`src/rtl/evq_pkg.sv`:
```
package evq_pkg;

    typedef enum logic [1:0] {
        EDGE_OFF  = 2'd0,
        EDGE_RISE = 2'd1,
        EDGE_FALL = 2'd2,
        EDGE_BOTH = 2'd3
    } edge_mode_e;

    localparam int MISS_W = 2;

    function automatic logic [MISS_W-1:0] miss_inc(input logic [MISS_W-1:0] m);
        return (m == {MISS_W{1'b1}}) ? m : m + 1'b1;
    endfunction

endpackage

```
`src/rtl/evq_sync.sv`:
```
module evq_sync #(
    parameter int N      = 12,
    parameter int STAGES = 2
) (
    input  logic         clk_i,
    input  logic         rst_n_i,
    input  logic [N-1:0] async_i,
    output logic [N-1:0] sync_o
);
    logic [STAGES-1:0][N-1:0] sync_d, sync_q;

    always_comb begin
        sync_d[0] = async_i;
        for (int i = 1; i < STAGES; i++) begin
            sync_d[i] = sync_q[i-1];
        end
    end

    always_ff @(posedge clk_i or negedge rst_n_i) begin
        if (!rst_n_i) sync_q <= '0;
        else          sync_q <= sync_d;
    end

    assign sync_o = sync_q[STAGES-1];
endmodule

```
`src/rtl/evq_edge.sv`:
```
module evq_edge
    import evq_pkg::*;
#(
    parameter int NUM_PINS = 12,
    parameter int NUM_CH   = 8,
    localparam int SEL_W   = $clog2(NUM_PINS)
) (
    input  logic                      clk_i,
    input  logic                      rst_n_i,
    input  logic [NUM_PINS-1:0]       pins_i,
    input  logic [2*NUM_CH-1:0]       mode_i,
    input  logic [SEL_W*NUM_CH-1:0]   sel_i,
    output logic [NUM_CH-1:0]         fire_o,
    output logic [NUM_CH-1:0]         rise_o
);
    logic [NUM_CH-1:0] lvl;
    logic [NUM_CH-1:0] prev_d, prev_q;

    // source multiplexer: out-of-range selects read as low
    always_comb begin
        for (int c = 0; c < NUM_CH; c++) begin
            lvl[c] = 1'b0;
            for (int p = 0; p < NUM_PINS; p++) begin
                if (sel_i[c*SEL_W +: SEL_W] == SEL_W'(p)) lvl[c] = pins_i[p];
            end
        end
        prev_d = lvl;
    end

    always_ff @(posedge clk_i or negedge rst_n_i) begin
        if (!rst_n_i) prev_q <= '0;
        else          prev_q <= prev_d;
    end

    for (genvar c = 0; c < NUM_CH; c++) begin : g_ch
        edge_mode_e mode;
        logic       up, dn;
        assign mode      = edge_mode_e'(mode_i[2*c +: 2]);
        assign up        = lvl[c] & ~prev_q[c];
        assign dn        = ~lvl[c] & prev_q[c];
        assign fire_o[c] = (up && (mode == EDGE_RISE || mode == EDGE_BOTH)) ||
                           (dn && (mode == EDGE_FALL || mode == EDGE_BOTH));
        assign rise_o[c] = up;
    end
endmodule

```
`src/rtl/evq_fifo.sv`:
```
module evq_fifo
    import evq_pkg::*;
#(
    parameter int NUM_CH   = 8,
    parameter int DEPTH    = 8,
    parameter int TIME_W   = 32,
    localparam int CH_W    = $clog2(NUM_CH)
) (
    input  logic                clk_i,
    input  logic                rst_n_i,
    input  logic [NUM_CH-1:0]   fire_i,
    input  logic [NUM_CH-1:0]   rise_i,
    input  logic [TIME_W-1:0]   stamp_i,
    input  logic                pop_i,
    output logic                ready_o,
    output logic [TIME_W-1:0]   head_ts_o,
    output logic [CH_W-1:0]     head_ch_o,
    output logic                head_rise_o,
    output logic [MISS_W-1:0]   head_miss_o
);
    localparam int PTR_W = $clog2(DEPTH);
    localparam logic [PTR_W:0] CNT_FULL = (PTR_W+1)'(DEPTH);

    typedef struct packed {
        logic [DEPTH-1:0][TIME_W-1:0] ts;
        logic [DEPTH-1:0][CH_W-1:0]   ch;
        logic [DEPTH-1:0]             rise;
        logic [DEPTH-1:0][MISS_W-1:0] miss;
        logic [PTR_W-1:0]             wr;
        logic [PTR_W-1:0]             rd;
        logic [PTR_W:0]               cnt;
        logic [MISS_W-1:0]            lost;
    } fifo_t;

    fifo_t st_d, st_q;

    always_comb begin
        st_d = st_q;
        // removal first, so a full queue can take an edge in the same cycle
        if (pop_i && st_d.cnt != '0) begin
            st_d.rd  = st_d.rd + 1'b1;
            st_d.cnt = st_d.cnt - 1'b1;
        end
        // ascending channel order
        for (int c = 0; c < NUM_CH; c++) begin
            if (fire_i[c]) begin
                if (st_d.cnt < CNT_FULL) begin
                    st_d.ts[st_d.wr]   = stamp_i;
                    st_d.ch[st_d.wr]   = CH_W'(c);
                    st_d.rise[st_d.wr] = rise_i[c];
                    st_d.miss[st_d.wr] = st_d.lost;
                    st_d.lost          = '0;
                    st_d.wr            = st_d.wr + 1'b1;
                    st_d.cnt           = st_d.cnt + 1'b1;
                end else begin
                    st_d.lost = miss_inc(st_d.lost);
                end
            end
        end
    end

    always_ff @(posedge clk_i or negedge rst_n_i) begin
        if (!rst_n_i) st_q <= '0;
        else          st_q <= st_d;
    end

    assign ready_o     = (st_q.cnt != '0);
    assign head_ts_o   = st_q.ts[st_q.rd];
    assign head_ch_o   = st_q.ch[st_q.rd];
    assign head_rise_o = st_q.rise[st_q.rd];
    assign head_miss_o = st_q.miss[st_q.rd];
endmodule

```
`src/rtl/evq_stamp_queue.sv`:
```
module evq_stamp_queue
    import evq_pkg::*;
#(
    parameter int NUM_PINS = 12,
    parameter int NUM_CH   = 8,
    parameter int DEPTH    = 8,
    parameter int TIME_W   = 32,
    parameter int LAT_COMP = 35,
    localparam int SEL_W   = $clog2(NUM_PINS),
    localparam int CH_W    = $clog2(NUM_CH)
) (
    input  logic                     clk_i,
    input  logic                     rst_n_i,
    input  logic [NUM_PINS-1:0]      pin_i,
    input  logic [TIME_W-1:0]        time_i,
    input  logic [2*NUM_CH-1:0]      ch_mode_i,
    input  logic [SEL_W*NUM_CH-1:0]  ch_sel_i,
    input  logic                     rd_ts_i,
    output logic                     ready_o,
    output logic [CH_W-1:0]          stat_ch_o,
    output logic                     stat_rise_o,
    output logic [MISS_W-1:0]        stat_miss_o,
    output logic [TIME_W-1:0]        ts_o
);
    logic [NUM_PINS-1:0] pins_s;
    logic [NUM_CH-1:0]   fire, rise;
    logic [TIME_W-1:0]   stamp;

    assign stamp = time_i - TIME_W'(LAT_COMP);

    evq_sync #(.N(NUM_PINS), .STAGES(2)) u_sync (
        .clk_i(clk_i), .rst_n_i(rst_n_i), .async_i(pin_i), .sync_o(pins_s)
    );

    evq_edge #(.NUM_PINS(NUM_PINS), .NUM_CH(NUM_CH)) u_edge (
        .clk_i(clk_i), .rst_n_i(rst_n_i), .pins_i(pins_s),
        .mode_i(ch_mode_i), .sel_i(ch_sel_i), .fire_o(fire), .rise_o(rise)
    );

    evq_fifo #(.NUM_CH(NUM_CH), .DEPTH(DEPTH), .TIME_W(TIME_W)) u_fifo (
        .clk_i(clk_i), .rst_n_i(rst_n_i), .fire_i(fire), .rise_i(rise),
        .stamp_i(stamp), .pop_i(rd_ts_i), .ready_o(ready_o),
        .head_ts_o(ts_o), .head_ch_o(stat_ch_o), .head_rise_o(stat_rise_o),
        .head_miss_o(stat_miss_o)
    );
endmodule

```
`config.mk`:
```
export PLATFORM = sky130hd
export DESIGN_NAME = evq_stamp_queue
export DESIGN_NICKNAME = d
export VERILOG_FILES = /design/src/rtl/evq_pkg.sv /design/src/rtl/evq_sync.sv /design/src/rtl/evq_edge.sv /design/src/rtl/evq_fifo.sv /design/src/rtl/evq_stamp_queue.sv
export SDC_FILE = /design/constraint.sdc
export NUM_CORES = 1
export LEC_CHECK = 0
export ABC_AREA = 1
export ABC_CLOCK_PERIOD_IN_PS = 16500
export BUFFER_PORTS_ARGS = -buffer_cell sky130_fd_sc_hd__buf_2
export CORE_AREA = 4 4 222 224
export DETAILED_ROUTE_END_ITERATION = 10
export DIE_AREA = 0 0 226 228
export PLACE_DENSITY = 0.69
export REMOVE_ABC_BUFFERS = 1
export SYNTH_ARGS = -nofsm -noshare
export SYNTH_HDL_FRONTEND = slang
export SYNTH_HIERARCHICAL = 1
export SYNTH_SLANG_ARGS = --single-unit
export TNS_END_PERCENT = 100
```
`constraint.sdc`:
```
create_clock -name clk_i -period 16.5 [get_ports clk_i]
set_input_delay 1.65 -clock clk_i [delete_from_list [all_inputs] [get_ports clk_i]]
set_output_delay 1.65 -clock clk_i [all_outputs]
set_load 0.01 [all_outputs]
```
==> results.md <==
* Status: complete, no violations
* CP max stage delay at 790 ps
* Period utilisation layout at 0.506
* Max IR drop VDD at 0.000179 V
* Die Width at 226 microns
* GR Overflow Total at 0
* Post-synth EDFFs at 0
* #FFs+latches synth at 348
* Share of synthesized flip-flops with an asynchronous set or reset at 1.00
* CP Launch Type: input pin
* R2R Path Start: u_sync/sync_o[11]$_DFF_PN0_
* Setup TNS Final at 0 ps
* Synth warn at 6
* Vias at 24700
* Antenna viol nets, final at 0
* Mapped Cells at 3510
* Clock buffer count from CTS at 41
* First-pass GRT wire length at 135000 microns
* Vias per cell at 5.91
* Sink Count at 348
* Worst slack at placement at 7700 ps
* Min-Delay Endpoint: u_sync/sync_o[4]$_DFF_PN0_
* CTS clk-pin slew, worst paths at 70 ps
* CP required at 16940 ps
* Total power at 0.00577 W
* Max-Cap Viols at 0
* DRT iter0 DRCs at 3107
* Antenna violations before repair at 3
* Total Wirelength at 89600 microns
* Die area at 51500 sq um
* FF-to-FF End: u_fifo/st_q[146]$_DFF_PN0_
* Io pins at 134
* Synthesized area per cell at 6.69 sq um
* Final hold violation count at 0
* Synth unique cells at 49
* Rows at 80
* Setup crit end kind: register
* CP Class: in2reg
* CP Buf/Inv Count at 7
* Post-CTS Setup Bufs at 0
* Initial Util at 0.496
* TritonCTS clock tree: built
* Share of post-route cells with drive strength above 1 at 0.112
* Htree depth at 2
* Sequential share of the synthesized area at 0.371
* Overall die height at 228 microns
* Hold buffer count at CTS at 0
* Reg2reg path depth at 38
* Core footprint at 47300 sq um
* Slew headroom at 0.144
* Reg2reg setup slack at 8770 ps
* CP most frequent cell: nand2_1
* Hold path cells at 0
* Largest net degree at the start of global routing at 162
* Gp weighted congestion at 1.05
* Worst slew pin tran at 1280 ps
* Leakage at 13.0 nW
* Synthesized area at 23500 sq um
* WL/cell at 21.4 microns
* Crit path max-delay family: simple AND/OR/NAND/NOR gates
* Clock Latency Late Sink at 580 ps
* Most common cell after layout, fill and taps aside: nand2_1
* RSZ-0062 raised after global routing: false
* DRC viols at 0
* I/O Buffers at 133
* Max Clock Freq at 0.120 GHz
* Tmin final at 8350 ps
* Class of the most critical hold timing path: reg2reg
* WP data arrival at 8790 ps
* CTS max path bufs at 3
* Max Clock Skew at 27.1 ps
* CTS resizes at 0
* Worst path slowest cell: nand2_1
* Crit path max fanout at 34
* Slew Limit Fails at 0
* Clk root buf: clkbuf_16
* Pwr dens at 224 nW/um^2
* Area delta synth->final at 9.38%
* Post-DP HPWL at 60700 microns
* Vias in the first global route at 22400
* Pre-antenna DRT Iters at 6
* # setup viols final at 0
* Post-route setup slack at 8150 ps
* Nets@finish at 3656
* Hold path startpoint: u_sync/sync_d[16]$_DFF_PN0_
* Global Route Usage Sum at 0.336
* Commonest non-fill, non-tap cells in the layout: nand2_1, nor2_1, inv_1, dfrtp_1, o21ai_0
* Most common flop cell mapped by yosys: dfrtp_1
kinds of logic (layout without fill, tap and decap cells):
kind of cell,after synthesis,count (layout),share of synthesized area
simple gates,1816,1816,0.334
compound gates,727,727,0.174
buf+inv,573,635,0.101
flops,348,348,0.371
xor+xnor,27,27,0.0107
fa+ha+maj,19,19,0.0101
other cells,0,1,0
synth_stat cells, types with 4 or more instances:
master,number,area (sq um)
dfrtp_1,348,8710
nand4_1,40,250
o21ai_0,334,1670
nand3_1,279,1400
clkbuf_1,83,312
nand3_2,12,120
buf_4,24,180
buf_2,56,280
a31oi_1,42,263
o21ai_1,63,315
nand2_2,38,238
o211ai_1,97,728
o22ai_1,20,125
nor2_1,384,1440
inv_2,47,176
nor2_2,16,100
buf_1,4,15.0
nand3b_1,12,90.1
buf_6,7,78.8
ha_1,19,238
inv_1,347,1300
a21oi_2,4,35.0
nand2_1,978,3670
nand3_4,4,70.1
o21ai_2,7,61.3
a21oi_1,143,716
nand2_4,9,101
xor2_1,14,123
nor2_4,14,158
xnor2_1,11,96.3
nor3_1,21,105
layer usage:
metal | vias up | part of all wire | GRT usage
li1 | 11500 | - | -
met1 | 11600 | 0.41 | 0.484
met2 | 1427 | 0.43 | 0.499
met3 | 229 | 0.12 | 0.0802
met4 | 2 | 0.039 | 0.112
met5 | - | 0.00092 | 0
sequential cells by signal, summed over array words and instances (netlist names):
signal,cells
u_edge/prev_q,8
u_fifo/st_q,316
u_sync/sync_d,12
u_sync/sync_o,12
per-stage QoR:
step | cells | hold slack, ps | instance area (sq um) | util
2_1_floorplan | 3336 | 331 | 22600 | -
3_3_place_gp | 4114 | 332 | 24300 | 0.514
3_5_place_dp | 4114 | 335 | 24300 | 0.514
4_1_cts | 4187 | 336 | 25700 | 0.542
5_1_grt | 4187 | 340 | 25700 | 0.542
6_report | 4188 | 333 | 25700 | 0.543
worst max-delay path by stage:
stage,start,endpoint,slack [ps],cells after the start
2_1_floorplan,ch_sel_i[0],u_fifo/st_q[222]$_DFF_PN0_,8880,38
3_3_place_gp,ch_sel_i[0],u_fifo/st_q[133]$_DFF_PN0_,7820,40
3_5_place_dp,ch_sel_i[0],u_fifo/st_q[146]$_DFF_PN0_,7700,40
4_1_cts,ch_sel_i[0],u_fifo/st_q[146]$_DFF_PN0_,8250,40
5_1_grt,ch_sel_i[0],u_fifo/st_q[146]$_DFF_PN0_,7590,40
6_report,ch_sel_i[0],u_fifo/st_q[146]$_DFF_PN0_,8150,40
power breakdown:
part | total [W] | internal, W | switching [W]
registers | 0.00150 | 0.00126 | 0.000236
logic | 0.00333 | 0.00102 | 0.00232
clock network | 0.000935 | 0.000546 | 0.000389
total | 0.00577 | 0.00283 | 0.00294
area by class of cell:
class	count	area, sq um
Fill cell	4699	21700
Antenna cell	1	2.50
Inverter	399	1510
Timing Repair Buffer	163	913
Sequential cell	348	8720
Multi-Input combinational cell	2589	12400
Clock buffer	58	1210
Tap cell	615	769
Clock inverter	15	161
No activity file was read; power rests on OpenSTA's default activity.
